--- src/rtl/burst_chk_pkg.sv ---
package burst_chk_pkg;

  typedef enum logic [1:0] {ST_IDLE, ST_GEN, ST_CMP} run_state_e;

  function automatic logic [63:0] lfsr_taps(input int width);
    case (width)
      8:       return 64'h0000_00b8;
      16:      return 64'h0000_d008;
      24:      return 64'h00e1_0000;
      default: return 64'h8020_0003;
    endcase
  endfunction

  function automatic logic [3:0] popcnt8(input logic [7:0] b);
    logic [3:0] n;
    n = '0;
    for (int i = 0; i < 8; i++) n = n + {3'b000, b[i]};
    return n;
  endfunction

endpackage

--- src/rtl/lfsr_step.sv ---
module lfsr_step import burst_chk_pkg::*; #(
  parameter int WIDTH = 32
) (
  input  logic [WIDTH-1:0] state_i,
  output logic [WIDTH-1:0] next_o
);
  localparam logic [63:0] TAPS_FULL = lfsr_taps(WIDTH);
  localparam logic [WIDTH-1:0] TAPS = TAPS_FULL[WIDTH-1:0];

  always_comb begin
    next_o = state_i >> 1;
    if (state_i[0]) next_o = next_o ^ TAPS;
  end
endmodule

--- src/rtl/pattern_gen.sv ---
module pattern_gen #(
  parameter int WIDTH  = 32,
  parameter int STEPS  = 16,
  localparam int STEP_W = $clog2(STEPS),
  localparam int DATA_W = STEPS * 8
) (
  input  logic              clk_i,
  input  logic              rst_ni,
  input  logic              load_i,
  input  logic [WIDTH-1:0]  seed_i,
  input  logic              step_en_i,
  input  logic [STEP_W-1:0] step_idx_i,
  output logic [DATA_W-1:0] pattern_o
);
  logic [WIDTH-1:0]  lfsr_q, lfsr_nxt;
  logic [DATA_W-1:0] pat_q;

  lfsr_step #(.WIDTH(WIDTH)) u_step (.state_i(lfsr_q), .next_o(lfsr_nxt));

  always_ff @(posedge clk_i or negedge rst_ni) begin
    if (!rst_ni) begin
      lfsr_q <= '0;
      pat_q  <= '0;
    end else if (load_i) begin
      lfsr_q <= seed_i;
      pat_q  <= '0;
    end else if (step_en_i) begin
      lfsr_q <= lfsr_nxt;
      pat_q[int'(step_idx_i)*8 +: 8] <= lfsr_nxt[7:0];
    end
  end

  assign pattern_o = pat_q;

  // a zero state never leaves zero
  a_r2_zero_stuck: assert property (@(posedge clk_i) disable iff (!rst_ni)
    (step_en_i && !load_i && lfsr_q == '0) |=> (lfsr_q == '0));
endmodule

--- config.mk ---
export PLATFORM = sky130hd
export DESIGN_NAME = pattern_gen
export DESIGN_NICKNAME = d
export VERILOG_FILES = /design/src/rtl/burst_chk_pkg.sv /design/src/rtl/lfsr_step.sv /design/src/rtl/pattern_gen.sv
export SDC_FILE = /design/constraint.sdc
export NUM_CORES = 1
export LEC_CHECK = 0
export ABC_AREA = 1
export BUFFER_PORTS_ARGS = -buffer_cell sky130_fd_sc_hd__buf_2
export CORE_UTILIZATION = 49
export CTS_BUF_LIST = sky130_fd_sc_hd__clkbuf_4
export DETAILED_ROUTE_END_ITERATION = 10
export PLACE_DENSITY_LB_ADDON = 0.08
export SLEW_MARGIN = 20
export SYNTH_ARGS = -nofsm -noshare
export SYNTH_HDL_FRONTEND = slang
export SYNTH_HIERARCHICAL = 1
export SYNTH_SLANG_ARGS = --single-unit
--- constraint.sdc ---
create_clock -name clk_i -period 1.6 [get_ports clk_i]
set_clock_uncertainty 0.2 [all_clocks]
set_input_delay 0 -clock clk_i [delete_from_list [all_inputs] [get_ports clk_i]]
set_output_delay 0 -clock clk_i [all_outputs]
set_load 0.02 [all_outputs]
==> impl_metrics.json <==
{
  "hold_buffers": 99,
  "rsz0062_at_grt": "true",
  "cts_buffers": 17,
  "critical_path_class": "primary input to flop",
  "syn_avg_cell_area_sq_um": 8.36,
  "crit_top_cell": "dlygate4sd3_1",
  "fin_cells": 1348,
  "layout-drive-gt1-share": 0.295,
  "worst_slew_pin_slew_ps": 430,
  "layout_common_cells": "nand2_1, buf_2, dfrtp_1, nand3_1",
  "p_leak_nw": 5.25,
  "end_kind": "flop",
  "setup_violations": 0,
  "hpwl_mm": 13.8,
  "wl_per_cell_um": 15.4,
  "synth_cells": 874,
  "dp.cells": 1243,
  "r2r_slack_ps": 70,
  "design.die.area_sq_um": 15400,
  "synth-seq-cells": 160,
  "p_per_area_nw_per_um2": 772,
  "globalRoute.totalOverflow": 0,
  "crit_buf_inv": 4,
  "cp_data_arrival_time_ps": 1880,
  "n_fill_cell": 1231,
  "ant_nets": 0,
  "drc": 0,
  "final_common_cell": "nand2_1",
  "vdd_drop_max_mv": 0.479,
  "crit_required_ps": 1880,
  "htreeDepth": 4,
  "area_growth_pct": 35.3,
  "portBuffers": 167,
  "clock_latency_ps": 570,
  "grt_pass1_vias": 6563,
  "violations": "hold timing",
  "cpLargestDelayFamily": "buffers and inverters",
  "cts_tree": "built",
  "start_util": 0.502,
  "timing.reg2reg.worst_path_depth": 7,
  "root_buffer": "clkbuf_4",
  "wirelength_mm": 20.8,
  "fmax_mhz": 625,
  "syn_area_sq_um": 7300,
  "critical_path_depth": 6,
  "slew_headroom": 0.713,
  "numClockSinks": 160,
  "path_max_fanout": 1,
  "fin_crit_sh": 1.00,
  "path_cells": "dlygate4sd3_1 -> buf_2 -> dlygate4sd3_1 -> nand2_1 -> dlygate4sd3_1 -> nand3_1",
  "clockBufferDepth": 2,
  "grt_pass1_wl_mm": 33.1,
  "slew_violations": 0,
  "antenna_found_initial": 1,
  "viasPerCell": 5.14,
  "start_kind": "primary input",
  "grtUsageMet2": 0.449,
  "grt_use_met3": 0.0508,
  "status": "finished, violations left",
  "reg2reg_from": "lfsr_q[0]",
  "hold_violations": 8,
  "drt-initial-drc-count": 461,
  "synth_cell_type_count": 25,
  "core-area_sq_um": 14500,
  "rows": 44,
  "grt_max_degree": 62,
  "startpoint": "seed_i[2]",
  "clk_pin_slew_worst_paths_ps": 140,
  "syn_nets": 916,
  "fp.dieH_um": 124,
  "seq_area_frac_synth": 0.548,
  "firstDrtPassIters": 5,
  "critical_path.endpoint": "lfsr_q[2]",
  "setup_tns_ps": 0,
  "finalCriticalPeriod_ps": 1600,
  "die_x_um": 124,
  "maxCapViolCount": 0,
  "fin_nets": 1193,
  "met1_usage": 0.387,
  "num_vias": 6935,
  "place_congestion": 0.844,
  "ios": 168,
  "r2r_end": "pattern_o[121]",
  "grt_usage": 0.283,
  "max_stage_delay_ps": 560,
  "yosysWarnings": 6,
  "hold_path_class": "primary input to flop",
  "fin_hold_ws_ps": -131,
  "gr-max-usage-layer": "met2",
  "post-route-util": 0.680,
  "cp_slowest_cell": "dlygate4sd3_1"
}
[metrics by stage]
step / cell area [sq um] / total power, W / setup WS, ps
6_report: 9880 / 0.00763 / 0.258
5_1_grt: 9880 / 0.00798 / -32.0
4_1_cts: 10000 / 0.00765 / -71.5
3_5_place_dp: 8770 / 0.00529 / -256
3_3_place_gp: 8770 / 0.00528 / -227
2_1_floorplan: 7420 / 0.00488 / -53.8
[worst register-to-register path: stages, from the launching register on]
cell     delay, ps
dfrtp_1        450
inv_2           80
nand2_1         60
nand2_2         80
inv_1          100
nor3_4         210
nand2_1        110
o21ai_0        150
[metal layers]
layer  wire length (um)  vias to the layer above
met5                  0                        -
met1               9350                     3288
met2               9970                      220
met3               1100                       32
met4                406                        0
li1                   -                     3395
[layout make-up]
cell class	count	area, sq um	area share
multi-input cells	620	3010	0.304
repair buffers	319	2260	0.228
inverters	33	139	0.0141
diodes	1	2.50	0.000253
flip-flops and latches	160	4000	0.405
clock inverters	11	93.8	0.00950
well taps	184	230	0.0233
clock buffers	20	150	0.0152
[report_power, final]
group / leakage (nW) / internal [W] / switching, W
logic: 2.94 / 0.000503 / 0.000727
clock network: 0.132 / 0.000799 / 0.00141
registers: 2.18 / 0.00414 / 0.0000586
total: 5.25 / 0.00544 / 0.00219
[state kept, by name (all words and copies together), names as in the netlist]
register,flops
pattern_o,128
lfsr_q,32
[logic make-up (layout without fill, tap and decap cells)]
group	after synthesis	count (layout)	synth area share
XOR/XNOR	1	1	0.00223
AND/OR/NAND/NOR	556	556	0.335
adder cells (fa/ha/maj)	2	2	0.00343
flip-flops	160	160	0.548
AO/OA/AOI/OAI	61	61	0.0428
other	0	1	0
buffers and inverters	94	383	0.0682
[what timing repair did]
action,CTS,global route
pin swaps,0,16
hold endpoints to repair,320,8
setup endpoints to repair,12,105
gates resized for setup,3,40
buffers inserted,0,1
[worst min path at each step]
stage | start | endpoint | slack (ps) | depth (start not counted)
floorplan | rst_ni | lfsr_q[0] | -500 | 0
global placement | rst_ni | pattern_o[57] | -240 | 1
detailed placement | rst_ni | pattern_o[60] | -250 | 1
CTS | step_idx_i[1] | pattern_o[0] | -0.4 | 8
global route | step_idx_i[3] | pattern_o[0] | -120 | 7
finish | step_idx_i[3] | pattern_o[0] | -130 | 7
[Yosys cell counts]
library cell,n,area (sq um)
inv_4,1,6.26
nor3_2,1,10.0
buf_2,11,55.1
xnor2_2,1,16.3
nand3_1,153,766
nor3_4,1,16.3
nand4_2,1,12.5
nand4_1,6,37.5
o21ai_0,54,270
a21oi_1,2,10.0
o211ai_1,1,7.51
buf_12,1,20.0
nor2_1,37,139
clkbuf_1,19,71.3
buf_4,30,225
nor2_2,2,12.5
inv_1,29,109
o21ai_1,2,10.0
ha_1,2,25.0
inv_2,3,11.3
nor3_1,19,95.1
a22oi_1,2,15.0
nor2_4,13,146
nand2_1,323,1210
dfrtp_1,160,4000
Power figures use the tool's default switching activity.
